==> src/rtl/dmac_chan_pkg.sv <==
package dmac_chan_pkg;
  localparam int CFG_W  = 5;
  localparam int PTR_W  = 32;

  localparam logic [7:0] A_START   = 8'h00;
  localparam logic [7:0] A_RELOAD  = 8'h01;
  localparam logic [7:0] A_DISABLE = 8'h02;
  localparam logic [7:0] A_DISCARD = 8'h03;
  localparam logic [7:0] A_ACTIVE  = 8'h04;
  localparam logic [7:0] A_DONE    = 8'h05;
  localparam logic [7:0] A_DONE_EN = 8'h06;
  localparam logic [7:0] A_ERR     = 8'h07;
  localparam logic [7:0] A_ERRTYPE = 8'h08;
  localparam logic [7:0] A_PORT    = 8'h09;
  localparam logic [4:0] G_CFG     = 5'h02;  // 0x10..0x17
  localparam logic [4:0] G_PLO     = 5'h04;  // 0x20..0x27
  localparam logic [4:0] G_PHI     = 5'h05;  // 0x28..0x2F

  localparam int XTR_BIT = 2;
  localparam int INJ_BIT = 4;

  typedef struct packed {
    logic       eof_irq_only;
    logic       inj_port;
    logic [1:0] blk_cnt;
    logic       mem_mode;
  } chan_cfg_t;
endpackage

==> src/rtl/dmac_cmd_unit.sv <==
module dmac_cmd_unit #(
  parameter int NCH = 8
) (
  input  logic           clk,
  input  logic           rst_n,
  input  logic           we_start,
  input  logic           we_reload,
  input  logic           we_disable,
  input  logic           we_discard,
  input  logic [NCH-1:0] wmask,
  input  logic [NCH-1:0] idle_i,
  output logic [NCH-1:0] start_o,
  output logic [NCH-1:0] reload_o,
  output logic [NCH-1:0] disable_o,
  output logic [NCH-1:0] discard_o,
  output logic [NCH-1:0] active_o
);
  logic [NCH-1:0] start_q, reload_q, disable_q, discard_q;
  logic [NCH-1:0] start_d, reload_d, disable_d, discard_d;
  logic [NCH-1:0] active_q, active_d, drain_q, drain_d;

  always_comb begin
    start_d   = we_start   ? wmask : '0;
    reload_d  = we_reload  ? (wmask & active_q) : '0;
    disable_d = we_disable ? wmask : '0;
    discard_d = we_discard ? wmask : '0;
    active_d  = active_q;
    drain_d   = drain_q;
    for (int i = 0; i < NCH; i++) begin
      if (start_d[i]) begin
        active_d[i] = 1'b1;
        drain_d[i]  = 1'b0;
      end else if (disable_d[i] && active_q[i]) begin
        drain_d[i]  = 1'b1;
      end else if (drain_q[i] && idle_i[i]) begin
        active_d[i] = 1'b0;
        drain_d[i]  = 1'b0;
      end
    end
  end

  always_ff @(posedge clk or negedge rst_n) begin
    if (!rst_n) begin
      start_q   <= '0;
      reload_q  <= '0;
      disable_q <= '0;
      discard_q <= '0;
      active_q  <= '0;
      drain_q   <= '0;
    end else begin
      start_q   <= start_d;
      reload_q  <= reload_d;
      disable_q <= disable_d;
      discard_q <= discard_d;
      active_q  <= active_d;
      drain_q   <= drain_d;
    end
  end

  assign start_o   = start_q;
  assign reload_o  = reload_q;
  assign disable_o = disable_q;
  assign discard_o = discard_q;
  assign active_o  = active_q;

  AST_STROBE_ONE_CYCLE: assert property (@(posedge clk) disable iff (!rst_n)
    !(we_start || we_reload || we_disable || we_discard) |=> ((start_q | reload_q | disable_q | discard_q) == '0));
  AST_RELOAD_ACTIVE_ONLY: assert property (@(posedge clk) disable iff (!rst_n)
    (reload_q & ~$past(active_q)) == '0);

  for (genvar g = 0; g < NCH; g++) begin : g_chk
    AST_ACTIVE_RISE: assert property (@(posedge clk) disable iff (!rst_n)
      $rose(active_q[g]) |-> $past(we_start && wmask[g]));
    AST_ACTIVE_FALL: assert property (@(posedge clk) disable iff (!rst_n)
      $fell(active_q[g]) |-> $past(drain_q[g] && idle_i[g]));
  end
endmodule

==> src/rtl/dmac_evt_stat.sv <==
module dmac_evt_stat #(
  parameter int W = 8
) (
  input  logic         clk,
  input  logic         rst_n,
  input  logic [W-1:0] set_i,
  input  logic         clr_we,
  input  logic [W-1:0] clr_data,
  output logic [W-1:0] stat_o
);
  logic [W-1:0] stat_q, stat_d, clr_mask;

  always_comb begin
    clr_mask = clr_we ? clr_data : '0;
    stat_d   = (stat_q & ~clr_mask) | set_i;
  end

  always_ff @(posedge clk or negedge rst_n) begin
    if (!rst_n) stat_q <= '0;
    else        stat_q <= stat_d;
  end

  assign stat_o = stat_q;

  AST_STAT_SET_SRC: assert property (@(posedge clk) disable iff (!rst_n)
    (stat_q & ~$past(stat_q) & ~$past(set_i)) == '0);
  AST_STAT_CLR_SRC: assert property (@(posedge clk) disable iff (!rst_n)
    (~stat_q & $past(stat_q) & ~($past(clr_we) ? $past(clr_data) : '0)) == '0);
endmodule

==> src/rtl/dmac_cfg_regs.sv <==
module dmac_cfg_regs #(
  parameter int NCH   = 8,
  parameter int CFG_W = 5,
  parameter int PTR_W = 32
) (
  input  logic                      clk,
  input  logic                      rst_n,
  input  logic [NCH-1:0]            we_cfg,
  input  logic [NCH-1:0]            we_lo,
  input  logic [NCH-1:0]            we_hi,
  input  logic                      we_en,
  input  logic                      we_port,
  input  logic [PTR_W-1:0]          wdata,
  output logic [NCH-1:0][CFG_W-1:0] cfg_o,
  output logic [NCH-1:0][PTR_W-1:0] lo_o,
  output logic [NCH-1:0][PTR_W-1:0] hi_o,
  output logic [NCH-1:0]            en_o,
  output logic                      xtr_stop_o,
  output logic                      inj_stop_o
);
  import dmac_chan_pkg::*;

  for (genvar g = 0; g < NCH; g++) begin : g_ch
    always_ff @(posedge clk or negedge rst_n) begin
      if (!rst_n) begin
        cfg_o[g] <= '0;
        lo_o[g]  <= '0;
        hi_o[g]  <= '0;
      end else begin
        if (we_cfg[g]) cfg_o[g] <= wdata[CFG_W-1:0];
        if (we_lo[g])  lo_o[g]  <= wdata;
        if (we_hi[g])  hi_o[g]  <= wdata;
      end
    end
  end

  always_ff @(posedge clk or negedge rst_n) begin
    if (!rst_n) begin
      en_o       <= '0;
      xtr_stop_o <= 1'b1;
      inj_stop_o <= 1'b1;
    end else begin
      if (we_en) en_o <= wdata[NCH-1:0];
      if (we_port) begin
        xtr_stop_o <= wdata[XTR_BIT];
        inj_stop_o <= wdata[INJ_BIT];
      end
    end
  end

  AST_PORT_STABLE: assert property (@(posedge clk) disable iff (!rst_n)
    !we_port |=> $stable({xtr_stop_o, inj_stop_o}));
endmodule

==> src/rtl/dmac_chan_ctrl.sv <==
module dmac_chan_ctrl #(
  parameter int NCH    = 8,
  parameter int TYPE_W = 8
) (
  input  logic                clk,
  input  logic                rst_n,
  input  logic                bus_en,
  input  logic                bus_wr,
  input  logic [7:0]          bus_addr,
  input  logic [31:0]         bus_wdata,
  output logic [31:0]         bus_rdata,
  input  logic [NCH-1:0]      ch_idle_i,
  input  logic [NCH-1:0]      done_evt_i,
  input  logic [NCH-1:0]      err_evt_i,
  input  logic [TYPE_W-1:0]   err_type_i,
  output logic [NCH-1:0]      start_stb_o,
  output logic [NCH-1:0]      reload_stb_o,
  output logic [NCH-1:0]      disable_stb_o,
  output logic [NCH-1:0]      discard_stb_o,
  output logic [NCH*5-1:0]    cfg_o,
  output logic [NCH*64-1:0]   desc_ptr_o,
  output logic                xtr_stop_o,
  output logic                inj_stop_o,
  output logic                irq_o
);
  import dmac_chan_pkg::*;

  logic                      wr;
  logic [NCH-1:0]            we_cfg, we_lo, we_hi;
  logic [NCH-1:0]            active, done_q, err_q, en_q;
  logic [TYPE_W-1:0]         type_q, type_set;
  logic [NCH-1:0][CFG_W-1:0] cfg_q;
  logic [NCH-1:0][PTR_W-1:0] lo_q, hi_q;

  assign wr = bus_en && bus_wr;

  always_comb begin
    for (int i = 0; i < NCH; i++) begin
      we_cfg[i] = wr && (bus_addr == {G_CFG, 3'(i)});
      we_lo[i]  = wr && (bus_addr == {G_PLO, 3'(i)});
      we_hi[i]  = wr && (bus_addr == {G_PHI, 3'(i)});
    end
  end

  dmac_cmd_unit #(.NCH(NCH)) u_cmd (
    .clk        (clk),
    .rst_n      (rst_n),
    .we_start   (wr && bus_addr == A_START),
    .we_reload  (wr && bus_addr == A_RELOAD),
    .we_disable (wr && bus_addr == A_DISABLE),
    .we_discard (wr && bus_addr == A_DISCARD),
    .wmask      (bus_wdata[NCH-1:0]),
    .idle_i     (ch_idle_i),
    .start_o    (start_stb_o),
    .reload_o   (reload_stb_o),
    .disable_o  (disable_stb_o),
    .discard_o  (discard_stb_o),
    .active_o   (active)
  );

  dmac_evt_stat #(.W(NCH)) u_done (
    .clk (clk), .rst_n (rst_n), .set_i (done_evt_i),
    .clr_we (wr && bus_addr == A_DONE), .clr_data (bus_wdata[NCH-1:0]),
    .stat_o (done_q)
  );

  dmac_evt_stat #(.W(NCH)) u_err (
    .clk (clk), .rst_n (rst_n), .set_i (err_evt_i),
    .clr_we (wr && bus_addr == A_ERR), .clr_data (bus_wdata[NCH-1:0]),
    .stat_o (err_q)
  );

  assign type_set = err_type_i & {TYPE_W{|err_evt_i}};

  dmac_evt_stat #(.W(TYPE_W)) u_type (
    .clk (clk), .rst_n (rst_n), .set_i (type_set),
    .clr_we (wr && bus_addr == A_ERRTYPE), .clr_data (bus_wdata[TYPE_W-1:0]),
    .stat_o (type_q)
  );

  dmac_cfg_regs #(.NCH(NCH), .CFG_W(CFG_W), .PTR_W(PTR_W)) u_cfg (
    .clk        (clk),
    .rst_n      (rst_n),
    .we_cfg     (we_cfg),
    .we_lo      (we_lo),
    .we_hi      (we_hi),
    .we_en      (wr && bus_addr == A_DONE_EN),
    .we_port    (wr && bus_addr == A_PORT),
    .wdata      (bus_wdata),
    .cfg_o      (cfg_q),
    .lo_o       (lo_q),
    .hi_o       (hi_q),
    .en_o       (en_q),
    .xtr_stop_o (xtr_stop_o),
    .inj_stop_o (inj_stop_o)
  );

  assign cfg_o = cfg_q;
  for (genvar g = 0; g < NCH; g++) begin : g_ptr
    assign desc_ptr_o[g*64 +: 64] = {hi_q[g], lo_q[g]};
  end

  assign irq_o = (|(done_q & en_q)) || (|err_q);

  always_comb begin
    bus_rdata = '0;
    if      (bus_addr == A_ACTIVE)  bus_rdata[NCH-1:0]    = active;
    else if (bus_addr == A_DONE)    bus_rdata[NCH-1:0]    = done_q;
    else if (bus_addr == A_DONE_EN) bus_rdata[NCH-1:0]    = en_q;
    else if (bus_addr == A_ERR)     bus_rdata[NCH-1:0]    = err_q;
    else if (bus_addr == A_ERRTYPE) bus_rdata[TYPE_W-1:0] = type_q;
    else if (bus_addr == A_PORT) begin
      bus_rdata[XTR_BIT] = xtr_stop_o;
      bus_rdata[INJ_BIT] = inj_stop_o;
    end
    else if (bus_addr[7:3] == G_CFG) bus_rdata[CFG_W-1:0] = cfg_q[bus_addr[2:0]];
    else if (bus_addr[7:3] == G_PLO) bus_rdata = lo_q[bus_addr[2:0]];
    else if (bus_addr[7:3] == G_PHI) bus_rdata = hi_q[bus_addr[2:0]];
  end

  AST_IRQ_QUIET_WHEN_CLEAR: assert property (@(posedge clk) disable iff (!rst_n)
    ($past(done_q) == '0 && $past(err_q) == '0 && done_evt_i == '0 && err_evt_i == '0
     && $past(done_evt_i) == '0 && $past(err_evt_i) == '0) |-> !irq_o);
endmodule

==> config.mk <==
export PLATFORM = sky130hd
export DESIGN_NAME = dmac_chan_ctrl
export DESIGN_NICKNAME = d
export VERILOG_FILES = /design/src/rtl/dmac_chan_pkg.sv /design/src/rtl/dmac_cmd_unit.sv /design/src/rtl/dmac_evt_stat.sv /design/src/rtl/dmac_cfg_regs.sv /design/src/rtl/dmac_chan_ctrl.sv
export SDC_FILE = /design/constraint.sdc
export NUM_CORES = 1
export LEC_CHECK = 0
export BUFFER_PORTS_ARGS = -buffer_cell sky130_fd_sc_hd__buf_2
export CAP_MARGIN = 20
export CORE_MARGIN = 2
export CORE_UTILIZATION = 34
export DETAILED_ROUTE_END_ITERATION = 7
export GPL_TIMING_DRIVEN = 0
export PLACE_DENSITY_LB_ADDON = 0.15
export SLEW_MARGIN = 15
export SYNTH_ARGS = -nofsm -noshare
export SYNTH_HDL_FRONTEND = slang
export SYNTH_SLANG_ARGS = --single-unit
export TNS_END_PERCENT = 5
==> constraint.sdc <==
create_clock -name clk -period 4.5 [get_ports clk]
set_input_delay 0.225 -clock clk [delete_from_list [all_inputs] [get_ports clk]]
set_output_delay 0.225 -clock clk [all_outputs]
set_load 0.01 [all_outputs]
# Yosys cells after proc, flatten, opt, wreduce, memory -nomap -nowiden

Index checks and enable logic that the tools add are counted.

Register bits after elaboration: 634
Bits of input ports: 76
Output and inout port bits: 619

$lt $le $gt $ge: 1
Equality and inequality tests: 44
Muxes and demuxes: 72
Bitwise logic cells: 12
Reductions and logical operators: 79

Operators with widths:

| cell               | number |
|---|---|
| $bmux 32 s3        | 2 |
| $eq 8x6->1 const B | 16 |
| $mux 32            | 4 |
| $mux 24            | 5 |
| $mux 8             | 12 |
| $eq 8x5->1 const B | 8 |
| $mux 27            | 2 |
| $logic_and 1x1->1  | 50 |
| $and 8x8->8        | 6 |
| $mux 1             | 43 |
| $eq 8x3->1 const B | 4 |
| $not 8->8          | 3 |
| $or 8x8->8         | 3 |
| $reduce_bool 3->1  | 8 |
| $reduce_or 8->1    | 3 |
| $eq 8x2->1 const B | 2 |
| $eq 8x4->1 const B | 2 |
| $ne 2x1->1 const B | 8 |
| $reduce_and 2->1   | 8 |
| $reduce_bool 2->1  | 8 |
| $bmux 5 s3         | 1 |
| $eq 5x3->1 const B | 2 |
| $mux 5             | 2 |
| $eq 8x1->1 const B | 1 |
| other kinds (5)    | 5 |

# Logic depth before layout (Yosys ltp)

Word-level depth: 11
Gate-level depth with buffers: 9

# Modules after synthesis

A second synthesis with hierarchy kept.

Cells, all modules: 1871
Area, all modules: 30390.4 sq um

Modules (own cells, without submodules):

| module         | times used | cells an instance | area each (sq um) | seq. area each (sq um) |
|---|---|---|---|---|
| dmac_cfg_regs  | 1          | 1226              | 22402.7           | 14066.0 |
| dmac_chan_ctrl | 1          | 439               | 5360.1            | 0.0 |
| dmac_cmd_unit  | 1          | 131               | 1734.2            | 1201.2 |
| dmac_evt_stat  | 3          | 25                | 297.8             | 200.2 |

# Worst setup path after synthesis

OpenSTA, ideal clock, no wires.

Path type: input port to output port
Start: input port bus_addr[1]
End: output port bus_rdata[5]
Arrival: 1.997 ns
Data required time: 4.275 ns
Setup slack: 2.278 ns
Stages on the path: 8
Buffers on the path: 4
Cells stage by stage: buf_2 -> buf_2 -> buf_2 -> buf_4 -> mux4_2 -> mux4_2 -> nand2_1 -> nand2_1

Cells in the longest elaborated chain, start to end: 11

RTL lines:

| item                          | line                  | RTL |
|---|---|---|
| start: declaration            | dmac_chan_ctrl.sv:9   | `input logic [7:0] bus_addr,` |
| $bmux 32 s3                   | dmac_chan_ctrl.sv:118 | `else if (bus_addr[7:3] == G_PHI) bus_rdata = hi_q[bus_addr[2:0]];` |
| $mux 32 (not written as such) | dmac_chan_ctrl.sv:118 |  |
| $mux 32                       | dmac_chan_ctrl.sv:118 |  |
| $mux 32                       | dmac_chan_ctrl.sv:117 | `else if (bus_addr[7:3] == G_PLO) bus_rdata = lo_q[bus_addr[2:0]];` |
| $mux 27                       | dmac_chan_ctrl.sv:116 | `else if (bus_addr[7:3] == G_CFG) bus_rdata[CFG_W-1:0] = cfg_q[bus_addr[2:0]];` |
| $mux 27                       | dmac_chan_ctrl.sv:112 | `else if (bus_addr == A_PORT) begin` |
| $mux 8                        | dmac_chan_ctrl.sv:111 | `else if (bus_addr == A_ERRTYPE) bus_rdata[TYPE_W-1:0] = type_q;` |
| $mux 8                        | dmac_chan_ctrl.sv:110 | `else if (bus_addr == A_ERR) bus_rdata[NCH-1:0] = err_q;` |
| $mux 8                        | dmac_chan_ctrl.sv:109 | `else if (bus_addr == A_DONE_EN) bus_rdata[NCH-1:0] = en_q;` |
| $mux 8                        | dmac_chan_ctrl.sv:108 | `else if (bus_addr == A_DONE) bus_rdata[NCH-1:0] = done_q;` |
| $mux 8 (*)                    | dmac_chan_ctrl.sv:107 | `if (bus_addr == A_ACTIVE) bus_rdata[NCH-1:0] = active;` |
| end: declaration              | dmac_chan_ctrl.sv:11  | `output logic [31:0] bus_rdata,` |

Mark *: on every way between the ends. The rest lies on a longest branch, timed or not. The select of a mux whose other input is x is not followed.

# Worst setup path after layout

Start: input port bus_addr[1]
End: output port bus_rdata[1]

Cells in the longest elaborated chain, start to end: 11

RTL lines:

| item                          | line |
|---|---|
| $bmux 32 s3                   | dmac_chan_ctrl.sv:118 |
| $mux 32 (not written as such) | dmac_chan_ctrl.sv:118 |
| $mux 32                       | dmac_chan_ctrl.sv:118 |
| $mux 32                       | dmac_chan_ctrl.sv:117 |
| $mux 5                        | dmac_chan_ctrl.sv:116 |
| $mux 2                        | dmac_chan_ctrl.sv:112 |
| $mux 8                        | dmac_chan_ctrl.sv:111 |
| $mux 8                        | dmac_chan_ctrl.sv:110 |
| $mux 8                        | dmac_chan_ctrl.sv:109 |
| $mux 8                        | dmac_chan_ctrl.sv:108 |
| $mux 8 (*)                    | dmac_chan_ctrl.sv:107 |

Marks and branches as above.

==> results.py <==
metrics = {
    "outcome": {
        "status": "completed",
    },
    "clock_network": {
        "numClockSinks": 634,
        "cts_resized": 0,
        "clk_path_buf_depth": 3,
        "htreeDepth": 3,
        "root_buffer": "clkbuf_16",
        "clk_pin_slew_ns": 0.06,
        "numCtsBuffers": 75,
        "clk_latency_ns": 0.62,
        "cts_tree": "yes",
    },
    "placed_design": {
        "place_hpwl_um": 89800,
        "place_congestion": 0.912,
        "dp_cells": 3631,
        "port_buffers": 692,
    },
    "synth": {
        "synthTopCellsByArea": "dfrtp_1, mux2_2, mux4_2",
        "seq_area_frac_synth_pct": 55.4,
        "synth_top_area_share_pct": 55.2,
        "synth_warnings": 0,
        "ys_seq_elements": 634,
        "syn-num-nets": 1923,
        "synth_edf_count": 0,
        "syn_inst": 1847,
        "syn_area_per_cell_um2": 15.5,
        "synth_top_area_cell": "dfrtp_1",
        "yosys_most_used_dff": "dfrtp_1",
        "syn_area_um2": 28700,
        "synth.distinct_cells": 50,
        "synthArstFlopShare_pct": 100,
    },
    "routing": {
        "dr.pass1.iters": 5,
        "ant_nets": 0,
        "routedWlPerCell_um": 32.2,
        "num_vias": 20900,
        "drt_iter0_markers": 1172,
        "via_per_inst": 5.42,
        "drc": 0,
        "totalWireLength_um": 124000,
    },
    "power_and_ir_drop": {
        "power_density_nw_per_um2": 358,
        "max-vdd-ir-drop_uv": 284,
        "power_mw": 13.2,
        "leakage_nw": 19.3,
    },
    "floorplanning": {
        "die-area_um2": 86600,
        "io_pins": 695,
        "initial_core_util_pct": 34.3,
        "row_count": 106,
        "die_h_um": 294,
        "core_um2": 83600,
        "fp.dieW_um": 294,
    },
    "worst_setup_path": {
        "path_max_fanout": 10,
        "rr_worst_depth": 2,
        "critPathLaunchType": "primary input",
        "r2r_start": "u_type.stat_o[1]",
        "crit_type": "primary input to output pin",
        "critPathCaptureType": "output pin",
        "crit_start": "bus_addr[1]",
        "cp.required_ns": 4.28,
        "crit_arrival_ns": 3.39,
    },
    "run": {
        "cap_violations": 0,
    },
    "sta": {
        "slew_headroom_pct": 15.4,
        "fin_crit_ns": 3.62,
        "slew_violations": 0,
        "worst_pin_slew_ns": 1.27,
        "max_freq_mhz": 276,
        "final.setup.tns_ns": 0,
        "finalSetupViolCount": 0,
        "final_hold_viol_count": 0,
        "rsz0062_at_grt": "false",
        "whs_ns": 0.0339,
        "fin_crit_sh_pct": 80.4,
        "fin_worst_skew_ns": 0.00292,
    },
    "cells_and_area": {
        "fin_nets": 2780,
        "area_delta_synth_final_pct": 29.0,
        "instances_no_fill": 3848,
        "drive_above_1_share_pct": 59.9,
    },
    "global_route": {
        "grt_overflow_total": 0,
        "track_usage_pct": 28.3,
        "antenna_found_initial": 7,
        "grt_max_degree": 108,
        "grt_pass1_vias": 22100,
        "grt_pass1_wl_um": 172000,
    },
    "worst_hold_path": {
        "hold_depth": 2,
        "min_from": "bus_wdata[4]",
        "min_path_type": "primary input to flop",
    },
}
-- cell type report --
class	count	area, µm²
Timing Repair Buffer	780	4470
Clock buffer	108	2180
Antenna cell	5	12.5
Sequential cell	634	15900
Fill cell	7776	46600
Buffer	153	711
Tap cell	1080	1350
Clock inverter	28	292
Multi-Input combinational cell	1055	12100
Inverter	5	18.8
-- cells in the final DEF (no fill, tap or decap), drive strengths merged, types with 5 or more instances in the layout --
cell / instances
diode: 5
dlygate4sd3: 76
mux2: 569
a22oi: 12
clkbuf: 171
nand2: 67
nor3: 8
dfrtp: 632
a22o: 18
nand2b: 7
a21o: 25
o21ai: 13
nor2: 39
and2: 50
buf: 794
clkinv: 18
nand3: 10
inv: 7
nor2b: 9
mux4: 165
a32oi: 6
mux2i: 12
nor4: 6
-- per-stage QoR --
step                      util (%)  setup WS, ns  cell area [µm²]
after global placement        40.1        -10.18            33500
after floorplan                  -          2.28            28700
after detailed placement      40.4         0.936            33700
after global routing          44.2         0.888            37000
final                         44.2         0.880            37000
after CTS                     44.2         0.969            37000
-- repair_timing --
item                                   4_1_cts  5_1_grt
endpoints found under the hold margin      245        0
hold buffers                                76        0
setup buffers                                0        0
-- Yosys cell counts (all sizes together), types with 5 or more instances --
| cell type | n |
|---|---|
| nor3 | 8 |
| o21ai | 13 |
| nand3 | 10 |
| mux2i | 12 |
| mux2 | 569 |
| a22oi | 12 |
| a32oi | 6 |
| nand2b | 7 |
| inv | 5 |
| a22o | 18 |
| dfrtp | 632 |
| nor4 | 6 |
| and2 | 50 |
| nor2b | 9 |
| nand2 | 67 |
| a21o | 25 |
| clkbuf | 63 |
| nor2 | 39 |
| buf | 90 |
| mux4 | 165 |
-- layer usage --
layer  wire length (µm)  up-vias  global-route usage [%]  share of wire (%)
li1                   -     8618                       -                  -
met1              48700    11200                    34.3                 39
met2              61900      798                    48.4                 50
met3               9210      207                    7.67                7.4
met4               4270        4                    9.54                3.4
met5                 26        -                       0              0.021
-- critical path: stages --
cell and delay [ns]:
buf_2 0.22, buf_2 0.34, clkbuf_1 0.97, mux4_2 0.50, a31oi_1 0.19, nor2_1 0.06
a211oi_1 0.38, o221ai_1 0.29, buf_2 0.21
-- logic make-up (layout without fill, tap and decap cells) --
logic type | Yosys count | count (layout) | synth area share [%]
DFF | 634 | 634 | 55.4
other | 0 | 5 | 0
AOI/OAI and AO/OA | 94 | 94 | 2.43
and+or+nand+nor | 215 | 215 | 3.93
buffers and inverters | 158 | 1074 | 2.52
muxes | 746 | 746 | 35.7
-- path summary, 6_finish.rpt --
kind	to	slack, ns
min	u_cfg.hi_o[100]	0.03
max in group asynchronous	u_cfg.hi_o[174]	2.89
min reg2reg	u_done.stat_o[6]	0.51
min in group asynchronous	u_cmd.discard_o[2]	0.14
max	bus_rdata[1]	0.88
max reg2reg	u_type.stat_o[1]	3.19
-- power by group --
| group | leakage [nW] | total, mW | internal [mW] | switching (mW) |
|---|---|---|---|---|
| Combinational | 9.46 | 1.10 | 0.432 | 0.670 |
| Clock | 1.22 | 6.17 | 3.61 | 2.55 |
| Sequential | 8.67 | 5.96 | 5.84 | 0.118 |
| Total | 19.3 | 13.2 | 9.89 | 3.34 |
-- state kept, by name, summed over array words and instances (netlist names) --
| name | flops |
|---|---|
| u_cfg.hi_o | 256 |
| u_cfg.lo_o | 256 |
| u_cfg.cfg_o | 40 |
| u_cfg.en_o | 8 |
| u_cmd.active_o | 8 |
| u_cmd.disable_o | 8 |
| u_cmd.discard_o | 8 |
| u_cmd.drain_q | 8 |
| u_cmd.reload_o | 8 |
| u_cmd.start_o | 8 |
| u_done.stat_o | 8 |
| u_err.stat_o | 8 |
| u_type.stat_o | 8 |
| u_cfg.inj_stop_o | 1 |
| u_cfg.xtr_stop_o | 1 |
(Power assumes the default switching activity.)
